--- config.mk ---
export PLATFORM = sky130hd
export DESIGN_NAME = dbus_route
export DESIGN_NICKNAME = d
export VERILOG_FILES = /design/src/rtl/dbus_route.sv
export SDC_FILE = /design/constraint.sdc
export NUM_CORES = 1
export LEC_CHECK = 0
export BUFFER_PORTS_ARGS = -buffer_cell sky130_fd_sc_hd__buf_4
export CORE_AREA = 10 10 348 350
export CTS_BUF_LIST = sky130_fd_sc_hd__clkbuf_8
export DETAILED_ROUTE_END_ITERATION = 7
export DIE_AREA = 0 0 358 360
export PLACE_DENSITY = 0.35
export SYNTH_ARGS = -nofsm -noshare
export SYNTH_HDL_FRONTEND = slang
export SYNTH_SLANG_ARGS = --single-unit
--- constraint.sdc ---
create_clock -name clk -period 3.6 [get_ports clk]
set_input_delay 0 -clock clk [delete_from_list [all_inputs] [get_ports clk]]
set_output_delay 0 -clock clk [all_outputs]
set_load 0.01 [all_outputs]
--- src/rtl/dbus_route.sv ---
module dbus_route #(
  parameter int NBANK = 12,
  parameter int AW    = 32,
  parameter int LAW   = 18,
  parameter int DW    = 4,
  parameter int LGAP  = 5,
  localparam int IW   = $clog2(NBANK),
  localparam int GW   = $clog2(LGAP)
) (
  input  logic              clk,
  input  logic              rst,
  input  logic [NBANK*AW-1:0] cfg_base,
  input  logic [NBANK*AW-1:0] cfg_mask,
  input  logic [NBANK-1:0]  cfg_valid,
  input  logic [NBANK*3-1:0] cfg_sel,
  input  logic [DW-1:0]     cfg_snoop_dly,
  input  logic              req_valid,
  input  logic              req_src,
  input  logic              req_glob,
  input  logic [AW-1:0]     req_addr,
  input  logic              retry,
  output logic              ready,
  output logic              go,
  output logic              go_bus,
  output logic              go_bridge,
  output logic [1:0]        go_mach,
  output logic [IW-1:0]     go_bank,
  output logic [AW-1:0]     go_addr,
  output logic              dropped,
  output logic              unmapped,
  output logic              aborted
);

  logic          hit;
  logic [IW-1:0] hidx;
  logic [2:0]    hsel;

  always_comb begin
    hit  = 1'b0;
    hidx = '0;
    hsel = '0;
    for (int i = NBANK - 1; i >= 0; i--) begin
      if (cfg_valid[i] &&
          (((req_addr ^ cfg_base[i*AW +: AW]) & cfg_mask[i*AW +: AW]) == '0)) begin
        hit  = 1'b1;
        hidx = i[IW-1:0];
        hsel = cfg_sel[i*3 +: 3];
      end
    end
  end

  logic          pend;
  logic [DW-1:0] cnt;
  logic [GW-1:0] gap;

  assign ready = !pend;

  always_ff @(posedge clk) begin
    if (rst) begin
      pend      <= 1'b0;
      cnt       <= '0;
      gap       <= '0;
      go        <= 1'b0;
      dropped   <= 1'b0;
      unmapped  <= 1'b0;
      aborted   <= 1'b0;
      go_bus    <= 1'b0;
      go_bridge <= 1'b0;
      go_mach   <= '0;
      go_bank   <= '0;
      go_addr   <= '0;
    end else begin
      go       <= 1'b0;
      dropped  <= 1'b0;
      unmapped <= 1'b0;
      aborted  <= 1'b0;
      if (gap != '0) gap <= gap - 1'b1;
      if (!pend) begin
        if (req_valid) begin
          if (!hit) unmapped <= 1'b1;
          else if (req_src && !hsel[2]) dropped <= 1'b1;
          else begin
            pend      <= 1'b1;
            go_bus    <= hsel[2];
            go_bridge <= !req_src && hsel[2];
            go_mach   <= hsel[1:0];
            go_bank   <= hidx;
            go_addr   <= hsel[2] ? {{(AW-LAW){1'b0}}, req_addr[LAW-1:0]} : req_addr;
            cnt       <= req_glob ? cfg_snoop_dly : '0;
          end
        end
      end else if (cnt != '0) begin
        if (retry) begin
          aborted <= 1'b1;
          pend    <= 1'b0;
        end else begin
          cnt <= cnt - 1'b1;
        end
      end else if (!go_bus || gap == '0) begin
        go   <= 1'b1;
        pend <= 1'b0;
        if (go_bus) gap <= GW'(LGAP - 1);
      end
    end
  end

endmodule

==> results.json <==
{
  "wl_per_cell_um": 35.4,
  "p_sw_share_pct": 44.5,
  "critPathCaptureType": "flop",
  "synthTopCellsByCount": "xor2_1 (384), a22oi_1 (257), nand2_1 (99), nand4_1 (86), dfxtp_1 (52)",
  "worst_slack_ns": 0.108,
  "fin_crit_ns": 3.49,
  "dp_hpwl_um": 125000,
  "yosys-top-cells-area": "xor2_1 (33%), a22oi_1 (19%), dfxtp_1 (10%)",
  "fin_area_mm2": 0.0205,
  "drv_slew": 0,
  "path_cells": "buf_4 -> buf_4 -> xor2_1 -> a22oi_1 -> nand4_1 -> nor4_2 -> buf_4 -> nand3_1 -> buf_4 -> o211ai_1 -> a2111oi_1 -> or3b_1 -> buf_12 -> or4b_1 -> a21oi_1",
  "dr_total_vias": 15900,
  "arrival_ns": 3.73,
  "rows": 124,
  "drv_cap": 0,
  "cp-start-kind": "primary input",
  "cts_tree": "done",
  "pwr-share-comb_pct": 72.1,
  "period_share_pct": 97.0,
  "ys_seq_elements": 52,
  "synth.most_common_cell": "xor2_1",
  "power.internal_uw": 2010,
  "setup_viol": 0,
  "drc": 0,
  "synthCells": 1343,
  "holdWs_ns": 0.0148,
  "ir_drop_mv": 0.154,
  "die_area_mm2": 0.129,
  "cts_buffers": 5,
  "max_stage_delay_ns": 0.53,
  "hold_viol": 0,
  "final-seq-area_mm2": 0.00104,
  "p_switching_uw": 1610,
  "post-cts-setup-buffers": 0,
  "power_frac_clock_pct": 11.7,
  "crit_top_cell": "buf_4",
  "yosys.area_share.simple_pct": 18.7,
  "grt_pass1_wl_um": 172000,
  "multi_input_comb_area_mm2": 0.00870,
  "cts-root-buf": "clkbuf_8",
  "clock_path_buffers": 2,
  "synth_area_per_cell_um2": 7.70,
  "syn_area_mm2": 0.0103,
  "crit_family": "simple AND/OR/NAND/NOR gates",
  "instances_no_fill": 3882,
  "holdCritPathClass": "in2reg",
  "cp_max_fo": 31,
  "fin_nets": 3224,
  "die_h_um": 360,
  "overflow": 0,
  "startpoint": "req_addr[14]",
  "async_flop_share_pct": 0,
  "power_density_mw_per_mm2": 177,
  "synthFlopType": "dfxtp_1",
  "synth_edf_count": 0,
  "status": "complete, no violations",
  "post-place-ws_ns": -0.495,
  "r2r-start": "pend$_SDFF_PP0_",
  "slowest_stage": "or4b_1",
  "synth_mux_area_share_pct": 0.218,
  "dp.cells": 3865,
  "die_w_um": 358,
  "num-fill-cells": 13200,
  "finalClockSkew_ns": 0.0116,
  "wl_um": 137000,
  "grt_usage_pct": 20.0,
  "grt_max_degree": 59,
  "dpl_cell_area_mm2": 0.0202,
  "firstDrtPassIters": 6,
  "drt-initial-drc-count": 1344,
  "timing.fmax_mhz": 286,
  "yosys_warnings": 0,
  "pwr-share-seq_pct": 16.3,
  "worst-path-buf-inv": 5,
  "synth_top_family_by_area": "XOR/XNOR gates",
  "drive_above_1_share_pct": 48.2,
  "synth_fa_ha_area_share_pct": 0.484,
  "initial_core_util_pct": 9.08,
  "ios": 903,
  "required_ns": 3.84,
  "syn-num-nets": 2205,
  "clk_latency_ns": 0.31,
  "antenna_found_initial": 35,
  "syn_to_final_growth_pct": 98.1,
  "vias_per_cell": 4.11,
  "globalplace.congestion": 0.936,
  "synth_xor_area_share_pct": 32.6,
  "relSlewSlack_pct": 35.4,
  "static-leakage-power_uw": 0.00933,
  "port_buffers": 902,
  "post-layout-total-power_uw": 3620,
  "rsz0062_at_grt": "no",
  "first_global_vias": 17300,
  "worstHoldStart": "cfg_sel[2]",
  "ys_types": 65,
  "postRouteAntennaNets": 0,
  "clock-sinks": 52,
  "htree_levels": 2,
  "ys_seq_area_share_pct": 10.1,
  "synth_compound_area_share_pct": 30.9,
  "clk_pin_slew_ns": 0.10,
  "core_area_mm2": 0.114,
  "yosysTopAreaCell": "xor2_1",
  "tightestPinTransition_ns": 0.969,
  "synth_top_area_share_pct": 32.5,
  "path_class": "in2reg"
}
## per-stage QoR
step | utilization, % | setup TNS [ns]
2_1_floorplan | - | 0
3_3_place_gp | 17.8 | -20.38
3_5_place_dp | 17.8 | -16.89
4_1_cts | 17.9 | 0
5_1_grt | 18.0 | 0
6_report | 18.0 | 0
## final timing paths
check,endpoint,slack (ns),cells after the start
hold / removal,dropped$_SDFF_PP0_,0.01,3
setup reg to reg,go_addr[20]$_SDFFE_PP0P_,1.56,5
hold reg to reg,gap[0]$_SDFF_PP0_,0.48,2
setup / recovery,go_addr[20]$_SDFFE_PP0P_,0.11,15
## worst register-to-register path, delay by kind of cell (launching register included)
family	cells	cell delay, ns
flops	1	0.50
buf+inv	1	0.19
simple gates	2	0.95
compound gates	2	0.35
## metal layers
metal | routed length (µm) | vias up | share of wire [%] | track usage (%)
met4 | 3380 | 38 | 2.5 | 4.49
li1 | - | 7190 | - | -
met2 | 70000 | 812 | 51 | 36.6
met3 | 9270 | 128 | 6.7 | 4.51
met1 | 54600 | 7775 | 40 | 23.1
met5 | 261 | - | 0.19 | 0
## registers in the layout, indices dropped and copies added, names as in the netlist
| signal | flops |
|---|---|
| go_addr | 32 |
| cnt | 4 |
| go_bank | 4 |
| gap | 3 |
| go_mach | 2 |
| aborted | 1 |
| dropped | 1 |
| go | 1 |
| go_bridge | 1 |
| go_bus | 1 |
| pend | 1 |
| unmapped | 1 |
## cells by family (layout without fill, tap and decap cells)
family | Yosys count | count (layout)
fa+ha+maj | 4 | 4
simple gates | 354 | 354
other cells | 0 | 7
compound gates | 439 | 439
xor+xnor | 385 | 385
mux | 2 | 2
flops | 52 | 52
buf+inv | 107 | 1127
## what timing repair did
action,CTS,global route
setup endpoints to repair,28,40
hold buffers,2,0
resized for setup,5,13
gates cloned,0,0
hold endpoints to repair,2,0
pin swaps,0,1
## cell type report
cell class / instances / area share, %
Tap cell: 1512 / 9.24
Antenna cell: 7 / 0.0855
Inverter: 19 / 0.348
Timing Repair Buffer: 1100 / 42.2
Clock buffer: 5 / 0.336
Sequential cell: 52 / 5.08
Multi-Input combinational cell: 1184 / 42.5
Clock inverter: 3 / 0.208
## power by group through the flow
stage / Combinational, µW / Clock [µW] / Sequential, µW
finish: 2610 / 422 / 588
global route: 2760 / 451 / 590
CTS: 2620 / 434 / 588
detailed placement: 2600 / 0 / 601
global placement: 2610 / 0 / 601
floorplan: 906 / 0 / 601
## placed cells by master (no fill, tap or decap), types with 6 or more instances in the layout
cell type,synthesis,final
xor2_1,384,383
buf_12,0,30
buf_4,4,1065
a21oi_1,46,46
and3_1,8,8
nand4_1,86,86
nor2b_1,6,6
nor3_1,17,17
inv_1,19,20
a22o_1,13,13
o211ai_1,7,7
nand2_1,99,99
a22oi_2,2,10
o21ai_0,47,47
nor4_1,19,13
a22oi_1,257,249
nand3_1,49,49
or4b_1,14,14
a221oi_1,13,13
a222oi_1,16,16
nor4_2,2,7
nor2_1,20,20
diode_2,0,7
dfxtp_1,52,52
Power figures use the tool's default switching activity.
